[src/rtl/rxq_pkg.sv]
package rxq_pkg;

    typedef enum logic {
        RXQ_MASTER = 1'b0,
        RXQ_SLAVE  = 1'b1
    } rxq_mode_e;

    localparam int unsigned RXQ_MST_WAIT = 64;
    localparam int unsigned RXQ_SLV_WAIT = 576;

endpackage

[src/rtl/rxq_store.sv]
module rxq_store #(
    parameter int unsigned DEPTH = 8,
    parameter int unsigned DW    = 8
) (
    input  logic                         clk,
    input  logic                         rst_n,
    input  logic                         push_i,
    input  logic [DW-1:0]                wdata_i,
    input  logic                         pop_i,
    output logic [DW-1:0]                rdata_o,
    output logic [$clog2(DEPTH+1)-1:0]   level_o,
    output logic                         full_o,
    output logic                         empty_o,
    output logic                         ovr_evt_o,
    output logic                         pop_evt_o
);
    localparam int unsigned AW = (DEPTH > 1) ? $clog2(DEPTH) : 1;
    localparam int unsigned LW = $clog2(DEPTH + 1);

    typedef struct packed {
        logic [AW-1:0] wr;
        logic [AW-1:0] rd;
        logic [LW-1:0] lvl;
    } ptr_t;

    ptr_t st_q, st_d;
    logic do_push, do_pop;
    logic [DW-1:0] slot [DEPTH];

    assign full_o  = (st_q.lvl == LW'(DEPTH));
    assign empty_o = (st_q.lvl == '0);

    always_comb begin
        st_d    = st_q;
        do_pop  = pop_i && !empty_o;
        do_push = push_i && (!full_o || do_pop);
        if (do_push) begin
            st_d.wr = (st_q.wr == AW'(DEPTH - 1)) ? '0 : st_q.wr + AW'(1);
        end
        if (do_pop) begin
            st_d.rd = (st_q.rd == AW'(DEPTH - 1)) ? '0 : st_q.rd + AW'(1);
        end
        case ({do_push, do_pop})
            2'b10:   st_d.lvl = st_q.lvl + LW'(1);
            2'b01:   st_d.lvl = st_q.lvl - LW'(1);
            default: st_d.lvl = st_q.lvl;
        endcase
    end

    always_ff @(posedge clk or negedge rst_n) begin
        if (!rst_n) begin
            st_q <= '0;
        end else begin
            st_q <= st_d;
        end
    end

    for (genvar g = 0; g < DEPTH; g++) begin : g_slot
        logic [DW-1:0] word_q;
        always_ff @(posedge clk) begin
            if (do_push && (st_q.wr == AW'(g))) begin
                word_q <= wdata_i;
            end
        end
        assign slot[g] = word_q;
    end

    assign rdata_o   = slot[st_q.rd];
    assign level_o   = st_q.lvl;
    assign ovr_evt_o = push_i && full_o && !pop_i;
    assign pop_evt_o = do_pop;

endmodule

[src/rtl/rxq_tmo.sv]
module rxq_tmo
    import rxq_pkg::*;
#(
    parameter int unsigned MST_WAIT = RXQ_MST_WAIT,
    parameter int unsigned SLV_WAIT = RXQ_SLV_WAIT
) (
    input  logic      clk,
    input  logic      rst_n,
    input  logic      occupied_i,
    input  logic      restart_i,
    input  rxq_mode_e mode_i,
    output logic      hit_o
);
    localparam int unsigned MAXW = (SLV_WAIT > MST_WAIT) ? SLV_WAIT : MST_WAIT;
    localparam int unsigned CW   = $clog2(MAXW + 1);

    typedef struct packed {
        logic [CW-1:0] cnt;
        logic          fired;
    } tmo_t;

    tmo_t st_q, st_d;
    logic [CW-1:0] limit;

    always_comb begin
        st_d  = st_q;
        hit_o = 1'b0;
        limit = (mode_i == RXQ_SLAVE) ? CW'(SLV_WAIT) : CW'(MST_WAIT);
        if (!occupied_i || restart_i) begin
            st_d = '0;
        end else begin
            if (st_q.cnt != CW'(MAXW)) begin
                st_d.cnt = st_q.cnt + CW'(1);
            end
            if (!st_q.fired && (st_d.cnt >= limit)) begin
                hit_o      = 1'b1;
                st_d.fired = 1'b1;
            end
        end
    end

    always_ff @(posedge clk or negedge rst_n) begin
        if (!rst_n) begin
            st_q <= '0;
        end else begin
            st_q <= st_d;
        end
    end

endmodule

[src/rtl/rxq_fifo.sv]
module rxq_fifo
    import rxq_pkg::*;
#(
    parameter int unsigned DEPTH    = 8,
    parameter int unsigned DW       = 8,
    parameter int unsigned MST_WAIT = RXQ_MST_WAIT,
    parameter int unsigned SLV_WAIT = RXQ_SLV_WAIT
) (
    input  logic                        clk,
    input  logic                        rst_n,
    input  logic                        push_i,
    input  logic [DW-1:0]               push_data_i,
    input  logic                        pop_i,
    output logic [DW-1:0]               pop_data_o,
    input  logic                        slave_mode_i,
    input  logic                        ovr_ien_i,
    input  logic                        tmo_ien_i,
    input  logic                        ovr_clr_i,
    input  logic                        tmo_clr_i,
    output logic [$clog2(DEPTH+1)-1:0]  level_o,
    output logic                        full_o,
    output logic                        empty_o,
    output logic                        ovr_flag_o,
    output logic                        tmo_flag_o,
    output logic                        irq_o
);
    typedef struct packed {
        logic ovr;
        logic tmo;
    } flag_t;

    flag_t fl_q, fl_d;
    logic  ovr_evt, pop_evt, tmo_hit;

    rxq_store #(
        .DEPTH (DEPTH),
        .DW    (DW)
    ) u_store (
        .clk       (clk),
        .rst_n     (rst_n),
        .push_i    (push_i),
        .wdata_i   (push_data_i),
        .pop_i     (pop_i),
        .rdata_o   (pop_data_o),
        .level_o   (level_o),
        .full_o    (full_o),
        .empty_o   (empty_o),
        .ovr_evt_o (ovr_evt),
        .pop_evt_o (pop_evt)
    );

    rxq_tmo #(
        .MST_WAIT (MST_WAIT),
        .SLV_WAIT (SLV_WAIT)
    ) u_tmo (
        .clk        (clk),
        .rst_n      (rst_n),
        .occupied_i (!empty_o),
        .restart_i  (pop_evt),
        .mode_i     (rxq_mode_e'(slave_mode_i)),
        .hit_o      (tmo_hit)
    );

    always_comb begin
        fl_d.ovr = (fl_q.ovr && !ovr_clr_i) || ovr_evt;
        fl_d.tmo = (fl_q.tmo && !tmo_clr_i) || tmo_hit;
    end

    always_ff @(posedge clk or negedge rst_n) begin
        if (!rst_n) begin
            fl_q <= '0;
        end else begin
            fl_q <= fl_d;
        end
    end

    assign ovr_flag_o = fl_q.ovr;
    assign tmo_flag_o = fl_q.tmo;
    assign irq_o      = (fl_q.ovr && ovr_ien_i) || (fl_q.tmo && tmo_ien_i);

endmodule

[config.mk]
export PLATFORM = sky130hd
export DESIGN_NAME = rxq_fifo
export DESIGN_NICKNAME = d
export VERILOG_FILES = /design/src/rtl/rxq_pkg.sv /design/src/rtl/rxq_store.sv /design/src/rtl/rxq_tmo.sv /design/src/rtl/rxq_fifo.sv
export SDC_FILE = /design/constraint.sdc
export NUM_CORES = 1
export LEC_CHECK = 0
export ABC_AREA = 1
export BUFFER_PORTS_ARGS = -buffer_cell sky130_fd_sc_hd__buf_2
export CAP_MARGIN = 30
export CORE_MARGIN = 5
export CORE_UTILIZATION = 50
export DETAILED_ROUTE_END_ITERATION = 7
export HOLD_SLACK_MARGIN = 0.08
export PLACE_DENSITY = 0.69
export SETUP_SLACK_MARGIN = 0.2
export SYNTH_ARGS = -nofsm -noshare
export SYNTH_HDL_FRONTEND = slang
export SYNTH_SLANG_ARGS = --single-unit
[constraint.sdc]
create_clock -name clk -period 2.2 [get_ports clk]
set_input_delay 0 -clock clk [delete_from_list [all_inputs] [get_ports clk]]
set_output_delay 0 -clock clk [all_outputs]
set_load 0.02 [all_outputs]
# Yosys cells after proc, flatten, opt, wreduce, memory -nomap -nowiden
# Cells that the tools add are included.
dict set report op_classes {
  n_mux 13
  bitwise 1
  n_lt_le_gt_ge 2
  addsub 5
  reduce_logical 32
  eq_ne 12
}
# cell n
set op_table {}
lappend op_table {{10-bit 2-to-1 mux} 3}
lappend op_table {{8-bit binary-select mux with 3-bit select} 1}
lappend op_table {{1-bit logical AND} 17}
lappend op_table {{8-bit 2-to-1 mux} 2}
lappend op_table {{3-bit equality test, second input constant} 5}
lappend op_table {{11-bit 2-to-1 mux} 1}
lappend op_table {{10-bit by 1-bit adder with 10-bit output, second input constant} 1}
lappend op_table {{10-bit greater-or-equal comparator} 1}
lappend op_table {{10-bit inequality test, second input constant} 1}
lappend op_table {{4-bit case mux with 2 select lines} 1}
lappend op_table {{3-bit by 1-bit adder with 3-bit output, second input constant} 2}
lappend op_table {{3-bit by 2-bit equality test with 1-bit output, second input constant} 2}
lappend op_table {{1-bit logical NOT} 6}
lappend op_table {{3-bit 2-to-1 mux} 2}
lappend op_table {{1-bit logical OR} 5}
lappend op_table {{4-bit by 1-bit adder with 4-bit output, second input constant} 1}
lappend op_table {{4-bit equality test, second input constant} 1}
lappend op_table {{4-bit greater-or-equal comparator, second input constant} 1}
lappend op_table {{4-bit logical NOT} 1}
lappend op_table {{3-bit NOT with 4-bit output} 1}
lappend op_table {{2-bit nonzero test} 2}
lappend op_table {{4-bit by 1-bit subtractor with 4-bit output, second input constant} 1}
lappend op_table {{3-bit by 1-bit equality test with 1-bit output, second input constant} 1}
lappend op_table {{3-bit logical NOT} 1}
lappend op_table {{other kinds (3)} 5}
dict set report totals {
  register_bits 87
  elab_cells 80
  input_bits 17
  output_inout_bits 17
}

# Depth between registers and ports, before layout
# Gate-level depths: netlist (run 1).
dict set report depth {
  ltp_word 10
  mapped_depth 12
  depth_no_buf 12
}

# Cells and area by module
# Synthesis (run 1) repeated with hierarchy kept, for this count alone.
dict set report unflattened {
  cells_unflattened 378
  area_unflattened_um2 4027.6
}
# module n_inst cells_each area_per_inst_um2 seq_area_each_um2
set modules_own_cells {}
lappend modules_own_cells {rxq_store 1 277 3281.9 2172.1}
lappend modules_own_cells {rxq_tmo 1 87 650.6 275.3}
lappend modules_own_cells {rxq_fifo 1 14 95.1 50.0}

# Least setup slack after synthesis (run 1)
# No wires, ideal clock.
dict set report synth_path {
  path_type {reg-to-reg}
  from {register u_store.st_q (netlist bit u_store.level_o[0])}
  to {register u_store.g_slot[0].word_q[0] (enable)}
  synth_period_minus_slack_ps 1943
  path_slack_ps 257
  path_stages_with_launch 8
  path_buffers 1
  setup_time_ps 383
  arrival_ps 1560
  t_required_ps 1817
  path_cell_list {dfrtp_1 > nor2_1 > nand3_1 > inv_1 > nand2_1 > nand2_1 > buf_2 > nor3_1}
}
dict set report synth_between {
  word_cells_on_any_way 8
  classes_between {eq/ne: 1; reduce/logical: 7}
}
# item line
set synth_lines {}
lappend synth_lines {{from (decl)} rxq_store.sv:26} ;# ptr_t st_q, st_d;
lappend synth_lines {{from (signal assigned)} rxq_store.sv:54} ;# st_q <= st_d;
lappend synth_lines {{4-bit equality test} rxq_store.sv:30} ;# assign full_o = (st_q.lvl == LW'(DEPTH));
lappend synth_lines {{net full_o} rxq_fifo.sv:21} ;# output logic full_o,
lappend synth_lines {{1-bit logical NOT} rxq_store.sv:36} ;# do_push = push_i && (!full_o || do_pop);
lappend synth_lines {{1-bit logical OR} rxq_store.sv:36}
lappend synth_lines {{1-bit logical AND} rxq_store.sv:36}
lappend synth_lines {{1-bit logical AND} rxq_store.sv:61} ;# if (do_push && (st_q.wr == AW'(g))) begin
lappend synth_lines {{to (signal assigned)} rxq_store.sv:62} ;# word_q <= wdata_i;
lappend synth_lines {{to (decl)} rxq_store.sv:59} ;# logic [DW-1:0] word_q;
# The timed path passes the listed nets, and every way through them passes these cells.
# A chain may end at the register's enable or synchronous reset.

# Final worst setup path (run 1)
dict set report layout_path {
  from {register u_store.st_q (netlist bit u_store.level_o[0])}
  to {register u_store.g_slot[7].word_q[6] (enable)}
}
dict set report layout_between {
  elab_chain_len 6
  word_cells_on_any_way 8
  classes_between {eq/ne: 1; reduce/logical: 7}
}
# item line
set layout_lines {}
lappend layout_lines {{4-bit logical NOT} rxq_store.sv:31} ;# assign empty_o = (st_q.lvl == '0);
lappend layout_lines {{1-bit logical NOT} rxq_store.sv:35} ;# do_pop = pop_i && !empty_o;
lappend layout_lines {{1-bit logical AND} rxq_store.sv:35}
lappend layout_lines {{1-bit logical OR *} rxq_store.sv:36}
lappend layout_lines {{1-bit logical AND *} rxq_store.sv:36}
lappend layout_lines {{1-bit logical AND *} rxq_store.sv:61}
lappend layout_lines {{to (signal assigned)} rxq_store.sv:62}
lappend layout_lines {{to (decl)} rxq_store.sv:59}
# Every way passes the cells marked *; elsewhere a longest branch is shown, timed or not.

==> results of run 1 <==
-- power breakdown --
group	leakage, nW	internal (W)	total [W]	switching (W)
sequential	0.880	0.00204	0.00217	0.000133
clock	0.0959	0.000427	0.00104	0.000609
combinational	0.921	0.000686	0.00201	0.00132
-- layer usage --
metal | vias to the layer above | global-route usage [%]
met2 | 78 | 26.9
met5 | - | 0
li1 | 1365 | -
met1 | 1282 | 23.3
met3 | 2 | 4.67
met4 | 0 | 7.04
-- kinds of logic (layout without fill, tap and decap cells) --
family / Yosys count / in the layout
buffers and inverters: 55 / 115
AO/OA/AOI/OAI: 49 / 49
AND/OR/NAND/NOR: 161 / 161
XOR/XNOR: 4 / 4
adder cells (fa/ha/maj): 14 / 14
flip-flops: 87 / 87
-- worst max-delay path: stages, from the launching register on --
cell	delay, ps
dfrtp_1	440
nor2_2	60
nand3_1	110
nand2_2	110
nand2_1	90
nand2_1	100
nor2_1	620
-- worst paths after layout --
kind / start / to / slack (ps) / depth (start not counted)
max in group asynchronous: rst_n / u_tmo.st_q[0]$_DFFE_PN0P_ / 1700 / 2
worst max register to register: u_store.level_o[0]$_DFFE_PN0P_ / u_store.g_slot[7].word_q[6]$_DFFE_PP_ / 300 / 6
worst min-delay path: push_i / u_store.st_q[7]$_DFFE_PN0P_ / 120 / 4
min in group asynchronous: rst_n / u_store.st_q[7]$_DFFE_PN0P_ / 150 / 2
worst max-delay path: u_store.level_o[0]$_DFFE_PN0P_ / u_store.g_slot[7].word_q[6]$_DFFE_PP_ / 300 / 6
worst min register to register: u_tmo.st_q[0]$_DFFE_PN0P_ / u_tmo.st_q[0]$_DFFE_PN0P_ / 490 / 2
-- cell type report --
class	instances	area [um2]	area share, %
tap	102	128	2.80
sequential	87	2500	54.7
clock inverter	7	56.3	1.23
clock buffer	9	124	2.72
timing repair buffer	60	404	8.86
multi-input combinational	228	1200	26.4
inverter	39	149	3.26
-- registers in the layout, summed over array words and instances (netlist names) --
signal,cells
u_store.st_q,6
tmo_flag_o,1
u_tmo.st_q,11
ovr_flag_o,1
u_store.g_slot.word_q,64
u_store.level_o,4
-- through the flow --
stage | total power (W) | instances | hold slack [ps]
floorplan | 0.00362 | 370 | -296
global placement | 0.00413 | 499 | 6.39
detailed placement | 0.00417 | 499 | 12.4
CTS | 0.00523 | 528 | 107
global route | 0.00561 | 532 | 141
finish | 0.00522 | 532 | 119
-- repair_timing --
action | in CTS | in global routing
resized for setup | 0 | 6
hold buffers | 13 | 0
setup endpoints to repair | 0 | 26
endpoints found under the hold margin | 99 | 0
setup buffers | 0 | 4
-- layout by cell type (no fill, tap or decap), drive strengths merged --
cell | synthesis | routed
o32ai | 16 | 16
inv | 38 | 41
or2 | 1 | 1
dlygate4sd3 | 0 | 13
buf | 10 | 47
a22o | 1 | 1
nor2 | 67 | 67
a21oi | 7 | 7
xor2 | 2 | 2
ha | 13 | 13
xnor2 | 2 | 2
o22ai | 1 | 1
and2 | 1 | 1
nand4 | 2 | 2
dfrtp | 23 | 23
nor3 | 10 | 10
nand2 | 66 | 66
edfxtp | 64 | 64
o21ai | 24 | 24
nand3 | 14 | 14
clkinv | 1 | 5
clkbuf | 6 | 9
fa | 1 | 1
==> flow_summary.json, run 1 <==
{
  "critPathKind": "reg -> reg",
  "leakage_nw": 1.90,
  "synth_top_cell_by_area": "edfxtp_1",
  "grt.overflow.total": 0,
  "worstSetupStartpointType": "register",
  "hold_viol": 0,
  "period_minus_slack_ps": 1900,
  "diodes": 0,
  "fin_ws_ps": 303,
  "fin_util_pct": 59.3,
  "design.portCount": 34,
  "cts_max_level": 3,
  "clk_latency_ps": 350,
  "synthArstFlopShare_pct": 26.4,
  "ys_seq_area_share_pct": 63.7,
  "cts_max_path_buffers": 2,
  "io_buffers": 33,
  "netlist_top_cells_area": "edfxtp_1 (49%), dfrtp_1 (15%), nor2_1 (6.1%)",
  "clkSinkCount": 87,
  "firstDrtPassIters": 4,
  "syn-num-nets": 401,
  "initial_core_util_pct": 51.0,
  "grt.total_usage_pct": 17.4,
  "area_growth_pct": 16.4,
  "fmax_mhz": 527,
  "cts_tree": "done",
  "yosys.area_share.adder_pct": 4.66,
  "wire_per_inst_um": 14.8,
  "cts_made_buffers": 9,
  "gp_congestion": 0.828,
  "drc": 0,
  "placed_cell_area_um2": 4200,
  "status": "complete, no violations",
  "fin_crit_sh_pct": 86.2,
  "endpoint_kind": "register",
  "ys_seq_elements": 87,
  "worst_pin_slew_ps": 796,
  "final_area_um2": 4560,
  "crit_arrival_ps": 1880,
  "drt_first_iter_violations": 118,
  "rsz0062_at_grt": "true",
  "dieArea_um2": 9710,
  "synth_xor_area_share_pct": 0.894,
  "antenna_found_initial": 0,
  "synthCells": 370,
  "ys_warn_count": 0,
  "totalWireLength_um": 7870,
  "nets": 456,
  "postSynthAreaPerCell_um2": 10.6,
  "dp_hpwl_um": 4890,
  "synth_top_family_by_area": "simple AND/OR/NAND/NOR gates",
  "num_vias": 2727,
  "fill_cells": 670,
  "die_h_um": 98.5,
  "slew_headroom_pct": 46.7,
  "power_density_nw_per_um2": 1140,
  "dr_wl_met2_um": 3920,
  "synth_compound_area_share_pct": 7.92,
  "drv_cap": 0,
  "slew_violations": 0,
  "place_ws_ps": 291,
  "clock-root-buffer": "clkbuf_8",
  "synth-edff-count": 64,
  "grt_max_degree": 35,
  "grt_pass1_wl_um": 13100,
  "clock_skew_ps": 8.99,
  "wl_met1_um": 3470,
  "synth_top_area_share_pct": 49.0,
  "maxUsedRoutingLayer": "met4",
  "ant_nets": 0,
  "path_clk_slew_ps": 90,
  "vias_per_cell": 5.13,
  "min_path_type": "in -> reg",
  "final.setup.tns_ps": 0,
  "crit_fanout": 8,
  "die_w_um": 98.5,
  "yosys.area_share.simple_pct": 17.0,
  "synthDistinctLibCells": 30,
  "grt_pass1_vias": 2681,
  "worstPathRequired_ps": 2180,
  "setup_viol_count_final": 0,
  "ys.flop_type": "edfxtp_1",
  "vdd_drop_max_mv": 0.377,
  "syn_area_um2": 3920,
  "synth.area.mux_share_pct": 0,
  "fp.coreArea_um2": 7690,
  "row_count": 32,
  "layout-drive-gt1-share_pct": 17.9,
  "dr_wl_met3_um": 438,
  "synth_common_cells": "edfxtp_1 (64), nor2_1 (64), nand2_1 (63)"
}
Power figures use the tool's default switching activity.
==> run 2: changes to the inputs <==
--- a/config.mk
+++ b/config.mk
@@ -5,7 +5,6 @@
 export SDC_FILE = /design/constraint.sdc
 export NUM_CORES = 1
 export LEC_CHECK = 0
-export ABC_AREA = 1
 export BUFFER_PORTS_ARGS = -buffer_cell sky130_fd_sc_hd__buf_2
 export CAP_MARGIN = 30
 export CORE_MARGIN = 5
==> run 2 against run 1 <==
Net effect:
- critical endpoint is now u_store.level_o[2]$_DFFE_PN0P_
- clock skew down 1.9 ps
- largest cell class unchanged
- worst setup slack worse by 110 ps
- core utilization up 0.93 points
- clock-buffer cell count unchanged
==> flow_summary.json, run 2 <==
{
  "fmax_mhz": 498,
  "clock_skew_ps": 7.13,
  "clock-root-buffer": "clkbuf_8",
  "ys_seq_area_share_pct": 64.5,
  "slew_headroom_pct": 64.1,
  "critPathKind": "reg -> reg",
  "io_buffers": 33,
  "crit_arrival_ps": 2240,
  "vdd_drop_max_mv": 0.562,
  "rsz0062_at_grt": "true",
  "min_path_type": "in -> reg",
  "leakage_nw": 1.76,
  "ys.flop_type": "edfxtp_1",
  "crit_fanout": 5,
  "dieArea_um2": 9610,
  "drt_first_iter_violations": 100,
  "syn_area_um2": 3870,
  "synthCells": 250,
  "top_regs": "u_store.g_slot.word_q (64), u_tmo.st_q (11), u_store.st_q (6)",
  "nets": 332,
  "fp.coreArea_um2": 7650,
  "worstPathRequired_ps": 2430,
  "final.setup.tns_ps": 0,
  "grt.total_usage_pct": 15.3,
  "postSynthAreaPerCell_um2": 15.5,
  "r2r-end": "u_store.level_o[2]$_DFFE_PN0P_",
  "cts_max_path_buffers": 2,
  "grt_max_degree": 24,
  "gp_congestion": 0.754,
  "vias_per_cell": 5.46,
  "dp_hpwl_um": 4620,
  "period_minus_slack_ps": 2010,
  "synthDistinctLibCells": 42,
  "rr_worst_depth": 6,
  "clkSinkCount": 87,
  "ant_nets": 0,
  "hold_viol": 0,
  "fill_cells": 608,
  "final_common_cell": "edfxtp_1",
  "synth_top_area_share_pct": 49.6,
  "num_vias": 2226,
  "cts_tree": "done",
  "r2r-start": "u_store.level_o[2]$_DFFE_PN0P_",
  "largest_reg_flops": 64,
  "totalWireLength_um": 7010,
  "area_growth_pct": 19.0,
  "worst_pin_slew_ps": 534,
  "worstSetupStartpointType": "register",
  "initial_core_util_pct": 50.7,
  "die_w_um": 98.0,
  "ys_seq_elements": 87,
  "p_sw_share_pct": 32.0,
  "fin_crit_sh_pct": 91.2,
  "synth_top_cell_by_area": "edfxtp_1",
  "instances_no_fill": 408,
  "antenna_found_initial": 0,
  "ys_warn_count": 0,
  "slew_violations": 0,
  "grt_pass1_wl_um": 11400,
  "syn-num-nets": 281,
  "endpoint_kind": "register",
  "cts_made_buffers": 9,
  "yosysMostFrequentCell": "edfxtp_1",
  "diodes": 0,
  "power.internal_w": 0.00372,
  "fin_util_pct": 60.3,
  "drc": 0,
  "layout_common_cells": "edfxtp_1 (64), buf_2 (33), dfrtp_1 (19)",
  "row_count": 32,
  "power_density_nw_per_um2": 1190,
  "seq_power_share_pct": 42.0,
  "crit_end": "u_store.level_o[2]$_DFFE_PN0P_",
  "placed_cells": 376,
  "path_clk_slew_ps": 80,
  "grt.overflow.total": 0,
  "synthArstFlopShare_pct": 26.4,
  "synth_common_cells": "edfxtp_1 (64), dfrtp_1 (23), mux4_2 (16)",
  "cts_max_level": 3,
  "status": "complete, no violations",
  "clkPwrFrac_pct": 24.7,
  "startpoint": "u_store.level_o[2]$_DFFE_PN0P_",
  "wire_per_inst_um": 17.2,
  "synth-edff-count": 64,
  "layout-drive-gt1-share_pct": 33.3,
  "reg2reg_slack_ps": 190,
  "top_register": "u_store.g_slot.word_q",
  "firstDrtPassIters": 4,
  "setup_viol_count_final": 0,
  "netlist_top_cells_area": "edfxtp_1 (50%), dfrtp_1 (15%), mux4_2 (9.3%)",
  "clk_latency_ps": 350,
  "combPwrFrac_pct": 33.3,
  "p_switching_w": 0.00175,
  "die_h_um": 98.0,
  "grt_pass1_vias": 2279,
  "design.portCount": 34,
  "drv_cap": 0,
  "power.total_w": 0.00548
}
-- run 2: through the flow --
stage	hold WS, ps	setup slack (ps)	instance area, um2
floorplan	-296	172	3910
global placement	13.9	172	4160
detailed placement	8.78	104	4160
CTS	94.1	201	4560
global route	109	128	4610
finish	117	193	4610
-- run 2: what timing repair did --
| item | 4_1_cts | 5_1_grt |
|---|---|---|
| pin swaps | 1 | 1 |
| hold endpoints to repair | 92 | 0 |
| setup endpoints to repair | 28 | 74 |
| hold buffers | 13 | 0 |
| gates resized for setup | 5 | 13 |
| buffers inserted | 1 | 2 |
-- run 2: how the worst min path moves through the flow --
stage,depth (start not counted),to,slack [ps],start
global route,3,u_store.level_o[2]$_DFFE_PN0P_,110,pop_i
finish,3,u_store.level_o[2]$_DFFE_PN0P_,120,pop_i
global placement,1,u_tmo.st_q[1]$_DFF_PN0_,10,rst_n
floorplan,0,ovr_flag_o$_DFF_PN0_,-300,rst_n
detailed placement,1,u_tmo.st_q[1]$_DFF_PN0_,9,rst_n
CTS,3,u_store.level_o[2]$_DFFE_PN0P_,90,pop_i
-- run 2: power by group through the flow --
stage | combinational (W) | sequential (W) | clock [W]
finish | 0.00183 | 0.00230 | 0.00135
global placement | 0.00170 | 0.00233 | 0
CTS | 0.00179 | 0.00230 | 0.00138
floorplan | 0.00141 | 0.00222 | 0
global route | 0.00199 | 0.00234 | 0.00146
detailed placement | 0.00173 | 0.00235 | 0
-- run 2: routing by layer --
layer	global-route usage (%)	share of wire [%]
met3	3.64	3.6
met5	0	0
met4	5.11	0.78
met2	25.9	52
met1	19.5	43
-- run 2: cell type report --
cell class              instances  area (um2)  area share [%]
clock buffers                   9         124            2.69
repair buffers                 53         360            7.82
clock inverters                 7         126            2.74
flip-flops and latches         87        2500            54.3
multi-input cells             136        1320            28.6
inverters                      14        52.6            1.14
well taps                     102         128            2.77
-- run 2: logic make-up after synthesis --
| logic type | after synthesis | share of synthesized area [%] |
|---|---|---|
| AO/OA/AOI/OAI | 32 | 5.27 |
| XOR/XNOR | 6 | 1.36 |
| adder cells (fa/ha/maj) | 14 | 4.72 |
| buffers and inverters | 27 | 3.29 |
| flip-flops | 87 | 64.5 |
| multiplexers | 28 | 12.7 |
| AND/OR/NAND/NOR | 56 | 8.17 |
-- run 2: critical path: stages (launching register included) --
cell	delay [ps]
dfrtp_2	440
o41ai_4	440
nor2_4	90
ha_4	310
xnor2_1	110
a22o_1	210
a221o_1	290
==> run 3: changes to the inputs <==
--- a/config.mk
+++ b/config.mk
@@ -5,13 +5,16 @@
 export SDC_FILE = /design/constraint.sdc
 export NUM_CORES = 1
 export LEC_CHECK = 0
+export ABC_AREA = 1
 export BUFFER_PORTS_ARGS = -buffer_cell sky130_fd_sc_hd__buf_2
 export CAP_MARGIN = 30
+export CELL_PAD_IN_SITES_DETAIL_PLACEMENT = 1
+export CELL_PAD_IN_SITES_GLOBAL_PLACEMENT = 2
 export CORE_MARGIN = 5
-export CORE_UTILIZATION = 50
+export CORE_UTILIZATION = 39
 export DETAILED_ROUTE_END_ITERATION = 7
 export HOLD_SLACK_MARGIN = 0.08
-export PLACE_DENSITY = 0.69
+export PLACE_DENSITY_LB_ADDON = 0.1
 export SETUP_SLACK_MARGIN = 0.2
 export SYNTH_ARGS = -nofsm -noshare
 export SYNTH_HDL_FRONTEND = slang
==> run 3 against run 2 <==
Net effect:
- via count up 24%
- register-to-register slack better by 160 ps
- sequential cell count unchanged
- core utilization down 13 points
- power down 1.4%
- die area up 26%
- non-clock buffer count up 13
==> flow_summary.json, run 3 (synthesis results as in run 1) <==
{
  "clock-root-buffer": "clkbuf_8",
  "hold_viol": 0,
  "ant_nets": 0,
  "wire_per_inst_um": 15.8,
  "dieArea_um2": 12200,
  "row_count": 36,
  "dp_hpwl_um": 6000,
  "num_vias": 2771,
  "die_h_um": 110,
  "final_common_cell": "edfxtp_1",
  "worstSetupStartpointType": "register",
  "clock_skew_ps": 12.8,
  "clkSinkCount": 87,
  "crit_fanout": 5,
  "vdd_drop_max_mv": 0.408,
  "slew_violations": 0,
  "firstDrtPassIters": 4,
  "maxUsedRoutingLayer": "met4",
  "design.portCount": 34,
  "gp_congestion": 0.707,
  "dr_wl_met3_um": 275,
  "wl_met1_um": 4090,
  "multi_input_area_um2": 1210,
  "cts_max_path_buffers": 2,
  "fin_ws_ps": 355,
  "nets": 462,
  "initial_core_util_pct": 40.1,
  "layout-drive-gt1-share_pct": 19.0,
  "die_w_um": 110,
  "crit_arrival_ps": 2100,
  "diodes": 0,
  "cts_max_level": 3,
  "power_density_nw_per_um2": 1160,
  "cts_tree": "done",
  "fmax_mhz": 542,
  "vias_per_cell": 4.87,
  "grt_max_degree": 28,
  "fp.coreArea_um2": 9770,
  "status": "complete, no violations",
  "endpoint_kind": "register",
  "rsz0062_at_grt": "true",
  "top_register": "u_store.g_slot.word_q",
  "critPathKind": "reg -> reg",
  "grt_pass1_wl_um": 14500,
  "place_ws_ps": 287,
  "area_growth_pct": 19.2,
  "grt.overflow.total": 0,
  "final.setup.tns_ps": 0,
  "dr_wl_met2_um": 4550,
  "leakage_nw": 1.92,
  "top_regs": "u_store.g_slot.word_q (64), u_tmo.st_q (11), u_store.st_q (6)",
  "largest_reg_flops": 64,
  "drv_cap": 0,
  "slew_headroom_pct": 48.8,
  "layout_common_cells": "edfxtp_1 (64), nor2_1 (63), nand2_1 (61)",
  "setup_viol_count_final": 0,
  "io_buffers": 33,
  "period_minus_slack_ps": 1850,
  "cts_made_buffers": 9,
  "worstPathRequired_ps": 2460,
  "grt.total_usage_pct": 16.0,
  "final_area_um2": 4670,
  "path_clk_slew_ps": 90,
  "fin_crit_sh_pct": 83.9,
  "final-seq-area_um2": 2500,
  "grt_pass1_vias": 2871,
  "placed_cell_area_um2": 4290,
  "fill_cells": 1111,
  "clk_latency_ps": 350,
  "antenna_found_initial": 0,
  "drc": 0,
  "drt_first_iter_violations": 127,
  "min_path_type": "in -> reg",
  "worst_pin_slew_ps": 765,
  "totalWireLength_um": 8980
}
==> run 3: changes by cell type in the layout (fill, tap and decap cells not counted), moves of 11 or more <==
| cell | delta |
|---|---|
| buf_4 | +11 |
| mux4_2 | -16 |
| nor2_1 | +55 |
| inv_1 | +20 |
| nand2_1 | +55 |
| o21ai_0 | +11 |
| o32ai_1 | +16 |
==> run 3: repair_timing <==
item                                    CTS  global route
setup buffers                             0             5
pin swaps                                 0             3
endpoints found under the setup margin    6            11
hold buffers                             13             0
resized for setup                         1             9
endpoints found under the hold margin    93             0
==> run 3: power by group <==
group	leakage (nW)	internal [W]	total, W	switching, W
Combinational	0.956	0.000797	0.00215	0.00135
Sequential	0.877	0.00204	0.00221	0.000169
Clock	0.0910	0.000507	0.00104	0.000531
Total	1.92	0.00335	0.00540	0.00205
==> run 3: final timing paths <==
kind / cells past startpoint / start / slack [ps] / to
setup / recovery: 12 / u_store.level_o[1]$_DFFE_PN0P_ / 350 / u_store.level_o[3]$_DFFE_PN0P_
hold / removal: 5 / push_i / 140 / u_store.level_o[1]$_DFFE_PN0P_
setup reg to reg: 12 / u_store.level_o[1]$_DFFE_PN0P_ / 350 / u_store.level_o[3]$_DFFE_PN0P_
hold reg to reg: 2 / u_tmo.st_q[0]$_DFFE_PN0P_ / 490 / u_tmo.st_q[0]$_DFFE_PN0P_
max in group asynchronous: 2 / rst_n / 1610 / u_tmo.st_q[5]$_DFF_PN0_
min in group asynchronous: 2 / rst_n / 170 / u_store.level_o[3]$_DFFE_PN0P_
==> run 3: metal layers <==
layer,vias to the layer above,global-route usage [%]
li1,1369,-
met1,1358,20.6
met2,40,27.2
met3,4,2.97
met4,0,5.54
met5,-,0
==> run 3: stage by stage <==
stage / std cells / utilization (%) / hold WS, ps / total power (W)
6_report: 569 / 47.8 / 141 / 0.00540
4_1_cts: 564 / 47.1 / 127 / 0.00540
3_3_place_gp: 535 / 43.9 / 25.3 / 0.00428
2_1_floorplan: 370 / - / -296 / 0.00362
3_5_place_dp: 535 / 43.9 / 35.8 / 0.00433
5_1_grt: 569 / 47.8 / 160 / 0.00581
==> run 3: final cells by class <==
cell class              count  area share [%]
well taps                 133            3.56
inverters                  39            3.19
flip-flops and latches     87            53.5
clock buffers              16            3.86
repair buffers             66            9.97
multi-input cells         228            25.9
==> run 3: critical path: stages, from the launching register on <==
cell and delay (ps):
dfrtp_1 400, nor2_2 150, nand3_1 130, nand2_2 80, buf_4 130, nor2_2 50, ha_1 330, a21oi_2 150
nand3_1 80, nand2_1 90, nand3_1 70, nand2_1 70, inv_1 30
